## config.mk

```make
export PLATFORM = sky130hd
export DESIGN_NAME = sgpio_led_serializer
export DESIGN_NICKNAME = d
export VERILOG_FILES = /design/src/rtl/sled_pkg.sv /design/src/rtl/sled_pattern.sv /design/src/rtl/sled_halfclk.sv /design/src/rtl/sled_frame.sv /design/src/rtl/sgpio_led_serializer.sv
export SDC_FILE = /design/constraint.sdc
export NUM_CORES = 1
export LEC_CHECK = 0
export CAP_MARGIN = 10
export CORE_MARGIN = 4
export CORE_UTILIZATION = 55
export CTS_BUF_LIST = sky130_fd_sc_hd__clkbuf_8
export CTS_CLUSTER_DIAMETER = 50
export DETAILED_ROUTE_END_ITERATION = 7
export HOLD_SLACK_MARGIN = 0.03
export PLACE_DENSITY = 0.85
export SLEW_MARGIN = 15
export SYNTH_ARGS = -nofsm -noshare
export SYNTH_HDL_FRONTEND = slang
export SYNTH_HIERARCHICAL = 1
export SYNTH_SLANG_ARGS = --single-unit
```

## constraint.sdc

```tcl
create_clock -name clk -period 6.7 [get_ports clk]
set_input_delay 1.005 -clock clk [delete_from_list [all_inputs] [get_ports clk]]
set_output_delay 1.005 -clock clk [all_outputs]
set_load 0.05 [all_outputs]
```

## src/rtl/sled_pkg.sv

```systemverilog
package sled_pkg;
   localparam int IND_BITS = 3;
   localparam int SLOT_LSB = 8;
   localparam int SLOT_W   = 8;

   typedef enum logic [2:0] {
      PH_IDLE, PH_PRE, PH_LOAD, PH_DATA, PH_POST
   } phase_t;

   // act lands at offset 0, locate at 1, fault at 2 within a slot
   typedef struct packed {
      logic fault;
      logic locate;
      logic act;
   } ind_t;

   function automatic ind_t decode_ind(input logic [31:0] s);
      ind_t r;
      r.act    = s[20] | s[21];
      r.locate = s[19];
      r.fault  = s[22];
      return r;
   endfunction
endpackage

```

## src/rtl/sled_pattern.sv

```systemverilog
module sled_pattern
   import sled_pkg::*;
#(
   parameter int NUM_SLOTS = 8,
   parameter int POS_W     = (NUM_SLOTS > 1) ? $clog2(NUM_SLOTS) : 1,
   parameter int PAT_W     = IND_BITS * NUM_SLOTS
) (
   input  logic                       clk,
   input  logic                       rst_n,
   input  logic                       upd,
   input  logic [POS_W-1:0]           port_sel,
   input  logic [31:0]                status,
   input  logic [NUM_SLOTS*POS_W-1:0] pos_map,
   input  logic                       busy,
   output logic [PAT_W-1:0]           pattern
);
   logic [POS_W-1:0] pos;
   ind_t             nv;

   assign pos = pos_map[int'(port_sel)*POS_W +: POS_W];
   assign nv  = decode_ind(status);

   for (genvar i = 0; i < NUM_SLOTS; i++) begin : g_slot
      ind_t slot_q;
      always_ff @(posedge clk or negedge rst_n) begin
         if (!rst_n)
            slot_q <= '0;
         else if (upd && (pos == POS_W'(i)))
            slot_q <= nv;
      end
      assign pattern[IND_BITS*i +: IND_BITS] = slot_q;
   end


   pattern_hold_chk: assert property (@(posedge clk) disable iff (!rst_n)
      busy |=> $stable(pattern));
endmodule

```

## src/rtl/sled_halfclk.sv

```systemverilog
module sled_halfclk #(
   parameter int HALF_CYC = 4,
   parameter int CW       = (HALF_CYC > 1) ? $clog2(HALF_CYC) : 1
) (
   input  logic clk,
   input  logic rst_n,
   input  logic start,
   input  logic run,
   output logic hi_half,
   output logic clk_end
);
   logic [CW-1:0] hcnt;
   logic          ph;
   logic          last;

   if (HALF_CYC < 1) begin : g_bad_half
      $error("HALF_CYC must be at least 1");
   end

   assign last    = (hcnt == CW'(HALF_CYC - 1));
   assign hi_half = !ph;
   assign clk_end = run && ph && last;

   always_ff @(posedge clk or negedge rst_n) begin
      if (!rst_n) begin
         hcnt <= '0;
         ph   <= 1'b0;
      end else if (start) begin
         hcnt <= '0;
         ph   <= 1'b0;
      end else if (run) begin
         if (last) begin
            hcnt <= '0;
            ph   <= !ph;
         end else begin
            hcnt <= hcnt + 1'b1;
         end
      end
   end
endmodule

```

## src/rtl/sled_frame.sv

```systemverilog
module sled_frame
   import sled_pkg::*;
#(
   parameter int PAT_W = 24,
   parameter int CNT_W = 8,
   parameter int NB_W  = 5,
   parameter int RW    = (CNT_W > NB_W) ? CNT_W : NB_W
) (
   input  logic             clk,
   input  logic             rst_n,
   input  logic             start,
   input  logic [CNT_W-1:0] pre,
   input  logic [CNT_W-1:0] post,
   input  logic [NB_W-1:0]  nbits,
   input  logic [PAT_W-1:0] pattern,
   input  logic             hi_half,
   input  logic             clk_end,
   output logic             busy,
   output logic             done,
   output logic             sclk,
   output logic             sload,
   output logic             sdata
);
   phase_t           phase;
   logic [RW-1:0]    rem;
   logic [CNT_W-1:0] post_q;
   logic [NB_W-1:0]  nbits_q;
   logic [PAT_W-1:0] sh;

   assign busy  = (phase != PH_IDLE);
   assign sclk  = busy ? hi_half : 1'b1;
   assign sload = busy ? (phase == PH_LOAD) : 1'b1;
   assign sdata = busy ? ((phase == PH_DATA) && sh[0]) : 1'b1;

   always_ff @(posedge clk or negedge rst_n) begin
      if (!rst_n) begin
         phase   <= PH_IDLE;
         rem     <= '0;
         post_q  <= '0;
         nbits_q <= '0;
         sh      <= '0;
         done    <= 1'b0;
      end else begin
         done <= 1'b0;
         if (start) begin
            post_q  <= post;
            nbits_q <= nbits;
            if (pre != '0) begin
               phase <= PH_PRE;
               rem   <= RW'(pre);
            end else begin
               phase <= PH_LOAD;
               rem   <= RW'(1);
            end
         end else if (clk_end) begin
            unique case (phase)
               PH_PRE: begin
                  if (rem == RW'(1)) phase <= PH_LOAD;
                  else               rem   <= rem - 1'b1;
               end
               PH_LOAD: begin
                  sh <= pattern;
                  if (nbits_q != '0) begin
                     phase <= PH_DATA;
                     rem   <= RW'(nbits_q);
                  end else if (post_q != '0) begin
                     phase <= PH_POST;
                     rem   <= RW'(post_q);
                  end else begin
                     phase <= PH_IDLE;
                     done  <= 1'b1;
                  end
               end
               PH_DATA: begin
                  sh <= sh >> 1;
                  if (rem == RW'(1)) begin
                     if (post_q != '0) begin
                        phase <= PH_POST;
                        rem   <= RW'(post_q);
                     end else begin
                        phase <= PH_IDLE;
                        done  <= 1'b1;
                     end
                  end else begin
                     rem <= rem - 1'b1;
                  end
               end
               PH_POST: begin
                  if (rem == RW'(1)) begin
                     phase <= PH_IDLE;
                     done  <= 1'b1;
                  end else begin
                     rem <= rem - 1'b1;
                  end
               end
               default: phase <= PH_IDLE;
            endcase
         end
      end
   end


   done_idle_chk: assert property (@(posedge clk) disable iff (!rst_n)
      done |-> !busy);

   fall_done_chk: assert property (@(posedge clk) disable iff (!rst_n)
      $fell(busy) |-> done);
endmodule

```

## src/rtl/sgpio_led_serializer.sv

```systemverilog
module sgpio_led_serializer
   import sled_pkg::*;
#(
   parameter int NUM_SLOTS  = 8,
   parameter int HALF_CYC   = 4,
   parameter int CNT_W      = 8,
   parameter int SLOT_LIMIT = 8,
   parameter int POS_W      = (NUM_SLOTS > 1) ? $clog2(NUM_SLOTS) : 1,
   parameter int AW         = $clog2(NUM_SLOTS + 1)
) (
   input  logic                       clk,
   input  logic                       rst_n,
   input  logic                       req,
   input  logic [POS_W-1:0]           port_sel,
   input  logic [31:0]                status,
   input  logic [NUM_SLOTS*POS_W-1:0] pos_map,
   input  logic [AW-1:0]              act_slots,
   input  logic [CNT_W-1:0]           pre_clks,
   input  logic [CNT_W-1:0]           post_clks,
   output logic                       sclk,
   output logic                       sload,
   output logic                       sdata,
   output logic                       busy,
   output logic                       done,
   output logic                       reject
);
   localparam int PAT_W = IND_BITS * NUM_SLOTS;
   localparam int NB_W  = $clog2(PAT_W + 1);

   if (NUM_SLOTS < 2) begin : g_bad_slots
      $error("NUM_SLOTS must be at least 2");
   end
   if (SLOT_LIMIT < 1 || SLOT_LIMIT > 255) begin : g_bad_limit
      $error("SLOT_LIMIT must lie in 1..255");
   end

   logic             go, slot_ok, upd;
   logic [AW-1:0]    act_c;
   logic [NB_W-1:0]  nbits;
   logic [PAT_W-1:0] pattern;
   logic             hi_half, clk_end;

   assign go      = req && !busy;
   assign slot_ok = status[SLOT_LSB +: SLOT_W] < SLOT_W'(SLOT_LIMIT);
   assign upd     = go && slot_ok;
   assign act_c   = (act_slots > AW'(NUM_SLOTS)) ? AW'(NUM_SLOTS) : act_slots;
   assign nbits   = NB_W'(IND_BITS * int'(act_c));

   always_ff @(posedge clk or negedge rst_n) begin
      if (!rst_n) reject <= 1'b0;
      else        reject <= go && !slot_ok;
   end

   sled_pattern #(.NUM_SLOTS(NUM_SLOTS), .POS_W(POS_W), .PAT_W(PAT_W)) u_pat (
      .clk(clk), .rst_n(rst_n), .upd(upd), .port_sel(port_sel),
      .status(status), .pos_map(pos_map), .busy(busy), .pattern(pattern)
   );

   sled_halfclk #(.HALF_CYC(HALF_CYC)) u_half (
      .clk(clk), .rst_n(rst_n), .start(upd), .run(busy),
      .hi_half(hi_half), .clk_end(clk_end)
   );

   sled_frame #(.PAT_W(PAT_W), .CNT_W(CNT_W), .NB_W(NB_W)) u_frame (
      .clk(clk), .rst_n(rst_n), .start(upd), .pre(pre_clks),
      .post(post_clks), .nbits(nbits), .pattern(pattern),
      .hi_half(hi_half), .clk_end(clk_end), .busy(busy), .done(done),
      .sclk(sclk), .sload(sload), .sdata(sdata)
   );


   idle_lines_chk: assert property (@(posedge clk) disable iff (!rst_n)
      !busy |-> (sclk && sload && sdata));

   reject_idle_chk: assert property (@(posedge clk) disable iff (!rst_n)
      reject |-> !busy);
endmodule

```

==> run summary, run 1 <==
DRC errors left -> 0
vias in the first global route -> 3,241
worst setup margin -> 2.70 ns
die area -> 0.00925 sq mm
Final #Nets -> 543
Hold Crit Depth -> 1
Synth Register Bits -> 77
Worst setup SP type -> flip-flop
core box area -> 0.00741 sq mm
r2r setup slk -> 3.26 ns
initial drt markers -> 134
Fin Clk Skew -> 0.0102 ns
yosys warns -> 6
critical path arrival -> 2.99 ns
Max Clk Rate -> 250 MHz
total nets after synthesis -> 486
post-DR vias/cell -> 5.87
Worst Path Class, Setup -> reg -> out
Psw -> 330 uW
Netlist Area Pre-Place -> 0.00427 sq mm
clk_lat worst skew -> 0.34 ns
status -> complete, no violations
clk sinks -> 77
commonest non-fill, non-tap cell in the layout -> dfrtp_1
Pwr per Cell Area -> 228 mW/mm^2
Max VDD drop -> 0.194 mV
Syn Inst Count -> 398
routability-driven placement congestion ratio -> 0.906
top_reg_cell synth -> dfrtp_1
clock power share -> 30.8%
die extent in y -> 96.2 um
Hold Vio Cnt, Final -> 0
WL final -> 9300 um
Max clock buf depth -> 2
Ports -> 88
Post-synth EDFFs -> 0
fin crit period -> 4.00 ns
reg-to-reg endpoint -> u_frame/rem[2]
Root Buffer -> clkbuf_8
pin count of the biggest net entering global routing -> 78
GRT Util Overall -> 21.2%
register area share after synthesis -> 45.1%
commonest cells after routing, fill and taps aside -> 77 x dfrtp_1, 63 x clkdlybuf4s50_1, 39 x nor2_1
placed cells -> 543
std cell rows -> 31
H-Tree Depth -> 3
port bufs -> 64
overflow left after global routing -> 0
Sw Ratio -> 28.0%
Avg Cell Area, Syn -> 10.7 sq um
Worst Tran Pin Value -> 0.946 ns
Final period util -> 59.6%
WP data required -> 5.69 ns
dpl ws -> 3.05 ns
first-pass GRT wire length -> 15,200 um
Pins Over Slew Limit -> 0
number of fill cells -> 547
Flop pwr share -> 48.3%
Initial Util -> 57.7%
post-CTS resize count -> 0
CTS Hold Buffers Added -> 0
P_leak -> 0.00240 uW
Hold EP -> u_pat/pattern[2]
Num CTS Buffers -> 9
Slew headroom -> 37.0%
RSZ-0062 raised after global routing -> no
cell count of the worst reg-to-reg path -> 8
CTS clock-pin slew for the worst setup and hold paths -> 0.08 ns
CP Max Fanout -> 28
Cell variety after synth -> 67
post-CTS setup buffers -> 0
Hold Path Class -> reg -> reg
Hold Path Origin -> u_pat/pattern[2]
area grow syn2layout -> 20.8%
antenna cells -> 0
initial antenna violation count -> 0
Reg2Reg Launch Point -> u_frame/phase[0]
post-DP HPWL -> 6620 um
Die W -> 96.2 um
Worst setup EP type -> output port
Pre-antenna DRT Iters -> 4
asr flop ratio synth -> 100%
vias -> 3,280
Final ANT Viol Nets -> 0
Post-Layout Cell Count -> 559
max_cap viols -> 0
Comb pwr share -> 20.9%
Setup TNS -> 0 ns
share of cells above drive strength 1 -> 15.9%
WL/cell -> 16.6 um
setup violators final -> 0
P_int -> 847 uW
CTS tree -> built
## per-layer routing
metal	up-vias	GRT usage [%]	part of all wire, %
li1	1560	-	-
met1	1619	26.3	41
met2	85	35.7	53
met3	16	5.08	4.4
met4	0	8.06	1.7
met5	-	0	0
## flip-flops by register name (all words and copies together) (netlist names)
signal	count
u_frame/post_q	8
u_frame/done	1
u_frame/rem	8
u_frame/phase	3
u_frame/nbits_q	5
u_half/hcnt	2
u_half/ph	1
reject	1
u_pat/pattern	24
u_frame/sh	24
## through the flow
step	util (%)	total power (uW)	hold WS [ns]	instance area, sq um
global placement	66.9	809	0.466	4950
floorplan	-	727	0.458	4270
global route	69.7	1240	0.500	5160
finish	69.7	1180	0.492	5160
detailed placement	66.9	821	0.475	4950
CTS	69.7	1190	0.492	5160
## cells in the mapped netlist (all sizes together), types with 3 or more instances
cell	n	area, sq um
or4	3	26.3
nor2	48	200
mux2i	31	310
nand3b	3	22.5
o21a	5	37.5
buf	15	88.8
and2b	3	25.0
o21ai	13	65.1
inv	10	37.5
mux4	4	90.1
mux2	38	454
a21o	4	30.0
nor2b	3	21.3
nand2	23	96.3
o22ai	10	75.1
nor4	5	31.3
or3	3	18.8
a31oi	3	18.8
clkbuf	5	18.8
a21boi	3	22.5
dfrtp	77	1930
nand2b	7	43.8
nor3	3	20.0
ha	5	62.6
a21oi	38	194
## cell families (layout without fill, tap and decap cells)
group | count (synthesis) | in the layout | share of synthesized area, %
simple gates | 114 | 114 | 14.3
compound gates | 94 | 94 | 14.5
flops | 77 | 77 | 45.1
mux | 73 | 73 | 20.0
buf+inv | 30 | 92 | 3.40
fa+ha+maj | 6 | 6 | 1.93
xor+xnor | 4 | 4 | 0.820
## worst max path at each step
| stage | depth (start not counted) | slack (ns) | endpoint | from |
|---|---|---|---|---|
| 2_1_floorplan | 10 | 3.42 | u_frame/rem[2] | u_frame/phase[0] |
| 3_3_place_gp | 8 | 3.10 | u_frame/rem[2] | status[14] |
| 3_5_place_dp | 8 | 3.05 | u_frame/rem[2] | status[14] |
| 4_1_cts | 3 | 2.72 | sdata | u_frame/phase[0] |
| 5_1_grt | 3 | 2.52 | sdata | u_frame/phase[0] |
| 6_report | 3 | 2.70 | sdata | u_frame/phase[0] |
## layout make-up
type | instances | area (sq um) | area share (%)
clock buffers | 12 | 165 | 3.20
inverters | 10 | 37.5 | 0.727
multi-input cells | 291 | 2210 | 42.9
well taps | 99 | 124 | 2.40
repair buffers | 66 | 653 | 12.6
flip-flops and latches | 77 | 1930 | 37.3
clock inverters | 4 | 45.0 | 0.872
## worst max-delay path, stage by stage (launching register included)
cell and delay (ns):
dfrtp_1 0.70, nand2_2 0.64, o21ai_0 0.44, clkdlybuf4s50_1 0.86
## power groups by stage
stage                     clock network (uW)  logic, uW  registers, uW
after detailed placement                   0        246            575
after global placement                     0        237            572
after CTS                                370        248            567
after floorplan                            0        166            560
final                                    362        246            568
after global routing                     394        271            576
Note: power is estimated with default switching activity, not from simulation.
==> run 2, diff against run 1 <==
--- a/config.mk
+++ b/config.mk
@@ -7,12 +7,12 @@
 export LEC_CHECK = 0
 export CAP_MARGIN = 10
 export CORE_MARGIN = 4
-export CORE_UTILIZATION = 55
+export CORE_UTILIZATION = 53
 export CTS_BUF_LIST = sky130_fd_sc_hd__clkbuf_8
 export CTS_CLUSTER_DIAMETER = 50
 export DETAILED_ROUTE_END_ITERATION = 7
 export HOLD_SLACK_MARGIN = 0.03
-export PLACE_DENSITY = 0.85
+export PLACE_DENSITY = 0.82
 export SLEW_MARGIN = 15
 export SYNTH_ARGS = -nofsm -noshare
 export SYNTH_HDL_FRONTEND = slang
==> constraint.sdc (replaced) <==
create_clock -name clk -period 3.8 [get_ports clk]
set_input_delay 0.57 -clock clk [delete_from_list [all_inputs] [get_ports clk]]
set_output_delay 0.57 -clock clk [all_outputs]
set_load 0.05 [all_outputs]
==> run summary, run 2 (synthesis results as in run 1) <==
status -> complete, no violations (unchanged)
H-Tree Depth -> 3 (unchanged)
worst setup margin -> 0.713 ns (was 2.70 ns)
crit path cell chain -> or3_1 -> nand2b_1 -> nor4b_4 -> inv_1 -> a31oi_1 -> buf_4 -> o21ai_0 -> o22ai_1 (was nand2_2 -> o21ai_0 -> clkdlybuf4s50_1)
initial antenna violation count -> 0 (unchanged)
Worst path slowest cell -> or3_1 (was clkdlybuf4s50_1)
initial drt markers -> 174 (was 134)
Reg area -> 0.00193 sq mm (unchanged)
setup violators final -> 0 (unchanged)
post-DR vias/cell -> 5.74 (was 5.87)
commonest non-fill, non-tap cell in the layout -> dfrtp_1 (unchanged)
post-DP HPWL -> 6790 um (was 6620 um)
Slew headroom -> 36.0% (was 37.0%)
Hold Vio Cnt, Final -> 0 (unchanged)
placed cells -> 549 (was 543)
Fin Clk Skew -> 0.0172 ns (was 0.0102 ns)
dpl ws -> 0.741 ns (was 3.05 ns)
Worst setup SP type -> flip-flop (unchanged)
GRT Util Overall -> 20.7% (was 21.2%)
Max VDD drop -> 0.204 mV (was 0.194 mV)
post-route cell area -> 0.00516 sq mm (about the same)
Final period util -> 81.2%
Num CTS Buffers -> 9 (unchanged)
Post-Layout Cell Count -> 565 (was 559)
pin count of the biggest net entering global routing -> 78 (unchanged)
Hold Path Class -> in -> async (was reg -> reg)
RSZ-0062 raised after global routing -> no (unchanged)
port bufs -> 64 (unchanged)
CTS tree -> built (unchanged)
CTS clock-pin slew for the worst setup and hold paths -> 0.09 ns (was 0.08 ns)
fin crit period -> 3.09 ns
routability-driven placement congestion ratio -> 0.892 (was 0.906)
area grow syn2layout -> 20.7% (was 20.8%)
max_cap viols -> 0 (unchanged)
antenna cells -> 0 (unchanged)
Final ANT Viol Nets -> 0 (unchanged)
core box area -> 0.00777 sq mm (was 0.00741 sq mm)
Worst Tran Pin Value -> 0.960 ns (was 0.946 ns)
multi-input logic area -> 0.00221 sq mm (unchanged)
power after layout -> 2000 uW (was 1180 uW)
Die W -> 97.8 um (was 96.2 um)
Worst Path Class, Setup -> reg -> reg (was reg -> out)
WL final -> 9420 um (was 9300 um)
std cell rows -> 32 (was 31)
overflow left after global routing -> 0 (unchanged)
WL/cell -> 16.7 um (was 16.6 um)
die area -> 0.00956 sq mm (was 0.00925 sq mm)
Worst setup EP type -> flip-flop (was output port)
clk_lat worst skew -> 0.35 ns (was 0.34 ns)
P_leak -> 0.00239 uW (was 0.00240 uW)
clk sinks -> 77 (unchanged)
WP data required -> 4.06 ns (was 5.69 ns)
critical path arrival -> 3.35 ns (was 2.99 ns)
vias -> 3,242 (was 3,280)
Final #Nets -> 546 (was 543)
CP Max Fanout -> 13 (was 28)
die extent in y -> 97.8 um (was 96.2 um)
number of fill cells -> 608 (was 547)
Max Clk Rate -> 324 MHz
CTS Hold Buffers Added -> 0 (unchanged)
Pins Over Slew Limit -> 0 (unchanged)
placed cell areas -> 0.00498 sq mm (was 0.00495 sq mm)
post-CTS setup buffers -> 0 (unchanged)
vias in the first global route -> 3,364 (was 3,241)
Pre-antenna DRT Iters -> 4 (unchanged)
Root Buffer -> clkbuf_8 (unchanged)
commonest cells after routing, fill and taps aside -> 77 x dfrtp_1, 63 x clkdlybuf4s50_1, 39 x nor2_1 (unchanged)
Pwr per Cell Area -> 388 mW/mm^2 (was 228 mW/mm^2)
post-CTS resize count -> 0 (unchanged)
first-pass GRT wire length -> 16,100 um (was 15,200 um)
Setup TNS -> 0 ns (unchanged)
share of cells above drive strength 1 -> 16.4% (was 15.9%)
DRC errors left -> 0 (unchanged)
slowest cell delay on critical path -> 0.57 ns (was 0.86 ns)
Initial Util -> 55.0% (was 57.7%)
Max clock buf depth -> 2 (unchanged)
Ports -> 88 (unchanged)
-- run 2: per-layer routing --
metal | vias to the layer above | share of wire, % | global-route usage, % | wire, um
met5 | - | 0 | 0 | 0
met4 | 0 | 1.2 | 6.60 | 112
met3 | 12 | 3.6 | 3.71 | 338
met2 | 67 | 52 | 35.4 | 4890
met1 | 1589 | 43 | 26.9 | 4080
li1 | 1574 | - | - | -
-- run 2: cell type report --
| type | instances | area share (%) |
|---|---|---|
| flip-flops and latches | 77 | 37.3 |
| well taps | 102 | 2.47 |
| repair buffers | 69 | 13.1 |
| multi-input cells | 291 | 42.9 |
| clock inverters | 7 | 1.07 |
| inverters | 10 | 0.727 |
| clock buffers | 9 | 2.40 |
-- run 2: power by group --
group | switching, uW | internal (uW) | leakage [uW]
Sequential | 85.9 | 912 | 0.00103
Combinational | 215 | 228 | 0.00127
Clock | 318 | 244 | 0.0000866
-- run 2: final timing paths --
path	startpoint	end	cells past startpoint	slack (ns)
worst max-delay path	u_frame/phase[2]	u_frame/rem[1]	8	0.71
worst min-delay path	rst_n	u_frame/rem[6]	1	0.35
worst max register to register	u_frame/phase[2]	u_frame/rem[1]	8	0.71
worst min register to register	u_pat/pattern[19]	u_pat/pattern[19]	1	0.49
max in group asynchronous	rst_n	u_frame/sh[1]	1	2.80
min in group clk	u_pat/pattern[19]	u_pat/pattern[19]	1	0.49
-- run 2: critical path, delay by kind of cell, from the launching register on --
family | cells | cell delay (ns)
buf+inv | 2 | 0.53
compound gates | 3 | 0.68
simple gates | 3 | 1.27
flops | 1 | 0.52
-- run 2: through the flow --
step                hold WS [ns]  utilization (%)
finish                     0.349             66.4
CTS                        0.386             66.4
global placement           0.467             64.1
global route               0.433             66.4
floorplan                  0.274                -
detailed placement         0.476             64.1
